===== config.mk =====
export PLATFORM = sky130hd
export DESIGN_NAME = irq_vector_unit
export DESIGN_NICKNAME = d
export VERILOG_FILES = /design/src/rtl/irq_pkg.sv /design/src/rtl/irq_datapath.sv /design/src/rtl/irq_control.sv /design/src/rtl/irq_vector_unit.sv
export SDC_FILE = /design/constraint.sdc
export NUM_CORES = 1
export LEC_CHECK = 0
export CAP_MARGIN = 20
export CORE_AREA = 5 5 57 72
export DETAILED_ROUTE_END_ITERATION = 6
export DIE_AREA = 0 0 62 77
export GPL_ROUTABILITY_DRIVEN = 0
export PLACE_DENSITY = 0.76
export SYNTH_ARGS = -nofsm -noshare
export SYNTH_HDL_FRONTEND = slang
export SYNTH_HIERARCHICAL = 1
export SYNTH_SLANG_ARGS = --single-unit

===== constraint.sdc =====
create_clock -name clk -period 2.48 [get_ports clk]
set_clock_uncertainty 0.15 [all_clocks]
set_input_delay 0.496 -clock clk [delete_from_list [all_inputs] [get_ports clk]]
set_output_delay 0.496 -clock clk [all_outputs]
set_load 0.02 [all_outputs]

===== src/rtl/irq_pkg.sv =====
package irq_pkg;
  typedef struct packed {
    logic take;
    logic flagClr;
    logic enWr;
    logic vecSel;
  } irqStrobes_t;

  typedef enum logic [1:0] {
    REG_FLAGS  = 2'd0,
    REG_ENABLE = 2'd1,
    REG_CTRL   = 2'd2,
    REG_NONE   = 2'd3
  } regSel_e;
endpackage


===== src/rtl/irq_datapath.sv =====
module irq_datapath
  import irq_pkg::*;
#(
  parameter int NUM_SRC = 8,
  parameter int ADDR_W = 16,
  parameter logic [ADDR_W-1:0] ALT_BASE = 16'h1C00,
  parameter int ENTRY_WORDS = 2,
  parameter logic [NUM_SRC-1:0] LEVEL_MASK = 8'hC0
) (
  input  logic               clk,
  input  logic               rstN,
  input  logic [NUM_SRC-1:0] srcEvent,
  input  logic [NUM_SRC-1:0] wrData,
  input  irqStrobes_t        strobes,
  output logic               anyCand,
  output logic [NUM_SRC-1:0] pendView,
  output logic [NUM_SRC-1:0] enView,
  output logic [ADDR_W-1:0]  vecAddr
);
  localparam int IDX_W = (NUM_SRC > 1) ? $clog2(NUM_SRC) : 1;
  localparam logic [NUM_SRC-1:0] EVENT_MASK = ~LEVEL_MASK;
  localparam logic [NUM_SRC-1:0] ONE = {{(NUM_SRC-1){1'b0}}, 1'b1};

  logic [NUM_SRC-1:0] flagQ, flagD, enQ, cand, selOH, clrTake, clrSw;
  logic [IDX_W-1:0]   selIdx;
  logic [ADDR_W-1:0]  vecBase, vecOffs, vecNext;

  assign pendView = (flagQ & EVENT_MASK) | (srcEvent & LEVEL_MASK);
  assign enView   = enQ;
  assign cand     = pendView & enQ;
  assign anyCand  = |cand;

  // Lowest set bit wins: isolate it, and find its index.
  assign selOH = cand & (~cand + ONE);

  always_comb begin
    selIdx = '0;
    for (int i = NUM_SRC - 1; i >= 0; i--) begin
      if (cand[i]) selIdx = IDX_W'(i);
    end
  end

  assign clrTake = strobes.take    ? selOH  : '0;
  assign clrSw   = strobes.flagClr ? wrData : '0;
  // A new event overrides any clear in the same cycle.
  assign flagD   = ((flagQ & ~clrTake & ~clrSw) | srcEvent) & EVENT_MASK;

  assign vecBase = strobes.vecSel ? ALT_BASE : '0;
  assign vecOffs = ADDR_W'((32'(selIdx) + 32'd1) * 32'(ENTRY_WORDS));
  assign vecNext = vecBase + vecOffs;

  always_ff @(posedge clk or negedge rstN) begin
    if (!rstN) begin
      flagQ   <= '0;
      enQ     <= '0;
      vecAddr <= '0;
    end else begin
      flagQ <= flagD;
      if (strobes.enWr) enQ <= wrData;
      if (strobes.take) vecAddr <= vecNext;
    end
  end

  generate
    for (genvar g = 0; g < NUM_SRC; g++) begin : gFlagChk
      if (!LEVEL_MASK[g]) begin : gEvt
        p_take_clears_flag_r6: assert property (@(posedge clk) disable iff (!rstN)
          (strobes.take && selOH[g] && !srcEvent[g]) |=> !pendView[g]);
        p_event_beats_clear_r10: assert property (@(posedge clk) disable iff (!rstN)
          (srcEvent[g] && (strobes.flagClr || strobes.take)) |=> pendView[g]);
      end
    end
  endgenerate

  p_vector_held_r11: assert property (@(posedge clk) disable iff (!rstN)
    !strobes.take |=> $stable(vecAddr));
endmodule


===== src/rtl/irq_control.sv =====
module irq_control
  import irq_pkg::*;
#(
  parameter int NUM_SRC = 8
) (
  input  logic               clk,
  input  logic               rstN,
  input  logic               regWrEn,
  input  logic [1:0]         regAddr,
  input  logic [1:0]         ctrlWrData,
  input  logic               irqAck,
  input  logic               retiDone,
  input  logic               instrDone,
  input  logic               anyCand,
  input  logic [NUM_SRC-1:0] pendView,
  input  logic [NUM_SRC-1:0] enView,
  output irqStrobes_t        strobes,
  output logic               irqReq,
  output logic [NUM_SRC-1:0] regRdData
);
  logic    gieQ, vselQ, holdQ, take, ctrlWr;
  regSel_e sel;

  assign sel    = regSel_e'(regAddr);
  assign ctrlWr = regWrEn && (sel == REG_CTRL);
  assign irqReq = gieQ && !holdQ && anyCand;
  assign take   = irqAck && irqReq;

  assign strobes.take    = take;
  assign strobes.flagClr = regWrEn && (sel == REG_FLAGS);
  assign strobes.enWr    = regWrEn && (sel == REG_ENABLE);
  assign strobes.vecSel  = vselQ;

  always_comb begin
    unique case (sel)
      REG_FLAGS:  regRdData = pendView;
      REG_ENABLE: regRdData = enView;
      REG_CTRL:   regRdData = {{(NUM_SRC-2){1'b0}}, vselQ, gieQ};
      default:    regRdData = '0;
    endcase
  end

  always_ff @(posedge clk or negedge rstN) begin
    if (!rstN) begin
      gieQ  <= 1'b0;
      vselQ <= 1'b0;
      holdQ <= 1'b0;
    end else begin
      if (take)          gieQ <= 1'b0;
      else if (retiDone) gieQ <= 1'b1;
      else if (ctrlWr)   gieQ <= ctrlWrData[0];
      if (ctrlWr) vselQ <= ctrlWrData[1];
      // The instruction must finish after the return cycle.
      if (retiDone)       holdQ <= 1'b1;
      else if (instrDone) holdQ <= 1'b0;
    end
  end

  p_req_needs_gie_r1: assert property (@(posedge clk) disable iff (!rstN)
    irqReq |-> regRdData == regRdData && gieQ);
  p_take_drops_gie_r4: assert property (@(posedge clk) disable iff (!rstN)
    take |=> !gieQ);
  p_return_sets_gie_r5: assert property (@(posedge clk) disable iff (!rstN)
    (retiDone && !take) |=> gieQ);
  p_return_gap_r9: assert property (@(posedge clk) disable iff (!rstN)
    retiDone |=> !irqReq);
endmodule


===== src/rtl/irq_vector_unit.sv =====
module irq_vector_unit
  import irq_pkg::*;
#(
  parameter int NUM_SRC = 8,
  parameter int ADDR_W = 16,
  parameter logic [ADDR_W-1:0] ALT_BASE = 16'h1C00,
  parameter int ENTRY_WORDS = 2,
  parameter logic [NUM_SRC-1:0] LEVEL_MASK = 8'hC0
) (
  input  logic               clk,
  input  logic               rstN,
  input  logic [NUM_SRC-1:0] srcEvent,
  input  logic               regWrEn,
  input  logic [1:0]         regAddr,
  input  logic [NUM_SRC-1:0] regWrData,
  output logic [NUM_SRC-1:0] regRdData,
  input  logic               irqAck,
  input  logic               retiDone,
  input  logic               instrDone,
  output logic               irqReq,
  output logic [ADDR_W-1:0]  vecAddr
);
  irqStrobes_t        strobes;
  logic               anyCand;
  logic [NUM_SRC-1:0] pendView, enView;

  irq_control #(.NUM_SRC(NUM_SRC)) ctrl_i (
    .clk(clk), .rstN(rstN), .regWrEn(regWrEn), .regAddr(regAddr),
    .ctrlWrData(regWrData[1:0]), .irqAck(irqAck), .retiDone(retiDone),
    .instrDone(instrDone), .anyCand(anyCand), .pendView(pendView),
    .enView(enView), .strobes(strobes), .irqReq(irqReq), .regRdData(regRdData)
  );

  irq_datapath #(
    .NUM_SRC(NUM_SRC), .ADDR_W(ADDR_W), .ALT_BASE(ALT_BASE),
    .ENTRY_WORDS(ENTRY_WORDS), .LEVEL_MASK(LEVEL_MASK)
  ) dp_i (
    .clk(clk), .rstN(rstN), .srcEvent(srcEvent), .wrData(regWrData),
    .strobes(strobes), .anyCand(anyCand), .pendView(pendView),
    .enView(enView), .vecAddr(vecAddr)
  );
endmodule


# Word-level counts from Yosys, hierarchy flattened
# Index checks and enable logic that the tools add are counted.
# Widths: inputs -> output; s select.
# totals
register_bits	33
in_bits	24
output_inout_bits	25
elab_cells	48
# classes
n_addsub	3
eq_ne	2
mux	17
n_bitwise	9
reduce_logical	11
# ops
operator	n
$mux 3	8
$pmux 8 s3	1
$and 6x6->6	3
$not 6->6	3
$add 16x16->16	1
$mux 13	1
$mux 6	2
$and 8x8->8	1
$or 6x8->8	1
$reduce_or 8->1	1
$add 6x1->6 const B	1
$logic_and 1x1->1	6
$or 6x6->6	1
$mux 1	5
$add 3x1->4 const B	1
$reduce_bool 3->1	1
$eq 2x1->1 const B	1
$eq 2x2->1 const B	1
$logic_not 2->1	1
$reduce_bool 2->1	1
$logic_not 1->1	1

# Longest topological paths before layout
# depth
depth_word	12
depth_mapped	10
ltp_nobuf	9

# Hierarchy
# The synthesis kept the hierarchy.
# modules_own_cells
mod	instances	cells_each	area_per_inst_um2	seq_area_each_um2
irq_datapath	1	94	978.4	475.5
irq_control	1	37	315.3	75.1

# Worst setup path after synthesis
# No wires, ideal clock.
# synth_path
kind	input to register
start	in srcEvent[6]
end	reg dp_i.vecAddr[11]
setup_ns	0.125
arrival_time_ns	1.945
required_time_ns	2.205
setup_slack_ns	0.260
stages	8
path_buffers	2
cell_sequence	a22oi_1 > nor2b_1 > nand3_1 > and3b_1 > and2_4 > buf_4 > clkbuf_1 > mux2_2
# synth_via
elab_cells_between_ends	14
classes_between	add/sub (2); mux (7); bitwise (2); reduce/logical (3)
# synth_rtl
element	line	text
from (decl)	irq_vector_unit.sv:12	input logic [NUM_SRC-1:0] srcEvent,
$or 6x8->8	irq_datapath.sv:28	assign pendView = (flagQ & EVENT_MASK) | (srcEvent & LEVEL_MASK);
$and 8x8->8	irq_datapath.sv:30	assign cand = pendView & enQ;
$reduce_or 8->1	irq_datapath.sv:31	assign anyCand = |cand;
via anyCand	irq_vector_unit.sv:24	logic anyCand;
$logic_and 1x1->1	irq_control.sv:26	assign irqReq = gieQ && !holdQ && anyCand;
via irqReq	irq_vector_unit.sv:20	output logic irqReq,
$logic_and 1x1->1	irq_control.sv:27	assign take = irqAck && irqReq;
via ctrl_i.take	irq_control.sv:21	logic gieQ, vselQ, holdQ, take, ctrlWr;
to (signal assigned)	irq_datapath.sv:60	if (strobes.take) vecAddr <= vecNext;
to (decl)	irq_datapath.sv:18	output logic [ADDR_W-1:0] vecAddr
# The timed path passes the listed nets, and every way through them passes these cells.
# A chain may end at the register's enable or synchronous reset.

# Worst setup path in the final report
# layout_path
start	in srcEvent[6]
end	out irqReq
# layout_via
elab_chain_len	4
# layout_lines
element	line
$or 6x8->8	irq_datapath.sv:28
$and 8x8->8	irq_datapath.sv:30
$reduce_or 8->1	irq_datapath.sv:31
via anyCand	irq_vector_unit.sv:24
$logic_and 1x1->1	irq_control.sv:26
to (decl)	irq_vector_unit.sv:20
# The timed path passes the listed nets, and every way through them passes these cells.

==> key figures <==
Routing
  • Routed wire per std cell: around 15 µm
  • Vias/cell: ~5.2
  • Residual DRC count: 0
  • Total number of vias: 1122
  • Routed Antenna Nets: 0
  • Drt pass-1 iters: 4
  • Detailed Route WL: between 3 and 4 mm
  • Iter 0 DRT Violations: 35

Global route
  • Vias in the first global route: ~1200
  • Initial antenna violation count: 0
  • Gr usage total: 0.1460
  • GR Overflow Total: 0
  • Largest net degree at the start of global routing: 23
  • First-pass GRT wire length: roughly 5.4 mm

Clock tree
  • CTS sink cnt: 22
  • Clk Latency, worst-skew pair: about 0.26 ns
  • Number of post-CTS setup repair buffers: 0
  • H-Tree Depth: 1
  • Clock Tree Buf Depth: 2
  • Hold-fix buffers at CTS: 0
  • Clock Tree Root: clkbuf_8
  • CTS tree: built
  • TritonCTS Buffers: 3
  • CTS clock-pin slew for the worst setup and hold paths: 0.08 ns

Synth
  • Seq cells post-synth: 22
  • Ys async rst share: 1.000
  • Most frequent cell after synthesis: dfrtp_1
  • Post-synthesis sequential area ratio: 0.4255
  • Mapped cell area: around 1300 µm²
  • Ranking of synthesized cells by area: dfrtp_1 (43%), buf_4 (8.7%), mux2_2 (8.7%)
  • Synth Flop Type: dfrtp_1
  • Post-synth EDFFs: 0
  • Syn Inst Count: 131
  • Synth top cells by count: dfrtp_1 (22), nand2_1 (18), buf_4 (15)
  • Area share of the largest cell type after synthesis: 0.4255
  • Synth cell types: 36
  • Largest area contributor in the netlist: dfrtp_1
  • Ys Warns: 6
  • Post-Syn Area per Cell: around 9.9 µm²

Timing
  • Final period util: 0.9640
  • Slew Limit Fails: 0
  • RSZ-0062 raised after global routing: false
  • Final hold violations: 0
  • Fin Setup TNS: 0 ns
  • Top achievable clock speed: 0.4183 GHz
  • Final setup fails: 0
  • Tmin final: 2.391 ns
  • Hold WS: between 0.3 and 0.4 ns

Min path
  • Hold Startpoint: ctrl_i/holdQ
  • Min-Delay Path Class: flop to flop
  • Hold Path Depth: 1
  • Worst hold path endpoint: ctrl_i/holdQ

Setup path
  • Worst EP arrival: between 1.5 and 2 ns
  • Worst path depth: 6
  • Crit path launch type: primary input
  • CP bufs+invs: 2
  • Crit path required time: about 1.8 ns
  • Critical R2R Capture: dp_i/flagQ[0]
  • Setup slack, reg-to-reg: approximately 0.53 ns
  • CP Capture Type: output pin
  • Critical path's slowest cell: clkdlybuf4s50_1
  • Crit path max-delay family: buffers and inverters
  • Worst R2R Start: dp_i/flagQ[5]
  • Critical path class: primary input to output pin
  • Worst R2R Path Depth: 8
  • Biggest cell delay along the critical path: 0.44 ns
  • Worst path cell trace: clkdlybuf4s50_1, a22oi_2, nor2b_4, nand3_1, and3b_1, buf_2
  • Crit path max fanout: 2

Final layout
  • N_diodes: 0
  • Synth-to-layout area growth: 40.72%
  • Share of cells above drive strength 1: 0.2102
  • Net count, final: ~200
  • Final instance area: 1821 µm²

Power
  • Flop pwr share: 0.373
  • Pwr Density: a little over 700 nW/µm²
  • Clock Power Share: 0.254
  • Gate power share: 0.373
  • P_sw: ~420 µW
  • Cell Int Power: roughly 890 µW
  • Sw Ratio: 0.3208
  • Leak Pwr: around 0.81 nW
  • Max IR drop VDD: about 400 µV

Die
  • Core area: 3363 µm²
  • Die area: 4774 µm²
  • Die width: ~62 µm
  • Die Ht: between 70 and 80 µm
  • Starting density of the core: 0.3847
  • I/O pins: 49
  • Cell Rows: 24

Placement
  • Port bufs: 39
  • DPL Wire Length: between 2 and 3 mm
  • Placed cell area: roughly 1700 µm²

Job
  • Max-cap violations: 0

Run status
  • Status: completed
metrics by stage:
| step | std cells | setup slack, ns | util | power, mW |
|---|---|---|---|---|
| after floorplan | 139 | 0.2603 | - | 0.7833 |
| after global placement | 211 | -0.3021 | 0.5201 | 0.9795 |
| after detailed placement | 211 | -0.3319 | 0.5201 | 0.9959 |
| after CTS | 215 | 0.03243 | 0.5391 | 1.319 |
| after global routing | 215 | 0.001277 | 0.5413 | 1.386 |
| final | 215 | 0.08933 | 0.5413 | 1.315 |
layout by cell type, fill, tap and decap left out, types with 2 or more instances in the layout:
| master | n |
|---|---|
| inv_1 | 2 |
| o21ai_0 | 2 |
| conb_1 | 9 |
| a22oi_1 | 3 |
| mux2i_1 | 8 |
| dfrtp_1 | 22 |
| a31oi_1 | 2 |
| nor2_1 | 9 |
| nand2_1 | 18 |
| buf_12 | 2 |
| o21ai_1 | 2 |
| mux2_2 | 10 |
| and3b_1 | 2 |
| buf_4 | 11 |
| clkbuf_8 | 3 |
| clkdlybuf4s50_1 | 29 |
| dlygate4sd2_1 | 8 |
| a21o_1 | 2 |
| a31o_2 | 4 |
| a21oi_1 | 2 |
| nand3_1 | 5 |
cell type report:
type / count / area, µm²
clock buffers: 3 / 41.29
well taps: 39 / 48.80
fillers: 327 / 1543
repair buffers: 52 / 500.5
multi-input cells: 96 / 641.9
inverters: 2 / 7.507
flip-flops and latches: 22 / 550.5
clock inverters: 1 / 30.03
worst max path at each step:
stage / from / to / slack, ns
6_report: srcEvent[6] / irqReq / 0.09
3_3_place_gp: srcEvent[6] / irqReq / -0.30
5_1_grt: srcEvent[6] / irqReq / 0.001
2_1_floorplan: srcEvent[6] / dp_i/vecAddr[11] / 0.26
4_1_cts: regAddr[0] / regRdData[1] / 0.03
3_5_place_dp: srcEvent[6] / irqReq / -0.33
registers in the layout, summed over array words and instances, names as in the netlist:
signal	count
dp_i/vecAddr	5
dp_i/enView	8
ctrl_i/vselQ	1
ctrl_i/gieQ	1
ctrl_i/holdQ	1
dp_i/flagQ	6
worst reg2reg max path, stage by stage, from the launching register on:
cell and delay [ns]:
dfrtp_1 0.42, a22o_1 0.29, nor2b_4 0.12, nand3_1 0.08
and3b_1 0.19, and2_4 0.18, buf_12 0.13, a22oi_1 0.18
a21o_1 0.15
logic make-up after synthesis:
logic type	count (synthesis)	synth area share
and+or+nand+nor	44	0.1635
AOI/OAI and AO/OA	23	0.1296
xor gates and xnor gates	1	0.006771
DFF	22	0.4255
muxes	19	0.1605
other	1	0.002899
buffers and inverters	21	0.1112
layer usage:
| layer | wire, µm | share of wire | GRT usage |
|---|---|---|---|
| met3 | 206 | 0.064 | 0.02857 |
| met2 | 1679 | 0.52 | 0.2376 |
| met1 | 1309 | 0.41 | 0.1913 |
| met4 | 36 | 0.011 | 0.04034 |
| met5 | 0 | 0 | 0 |
power groups by stage:
stage	clock, mW	combinational [mW]	sequential (mW)
5_1_grt	0.352	0.532	0.501
6_report	0.334	0.491	0.490
3_3_place_gp	0	0.486	0.493
4_1_cts	0.337	0.491	0.491
3_5_place_dp	0	0.499	0.497
2_1_floorplan	0	0.262	0.521
timing repair:
item	CTS	global route
endpoints found under the setup margin	9	7
pin swaps	0	1
resized for setup	14	2
No activity file was read; power rests on OpenSTA's default activity.
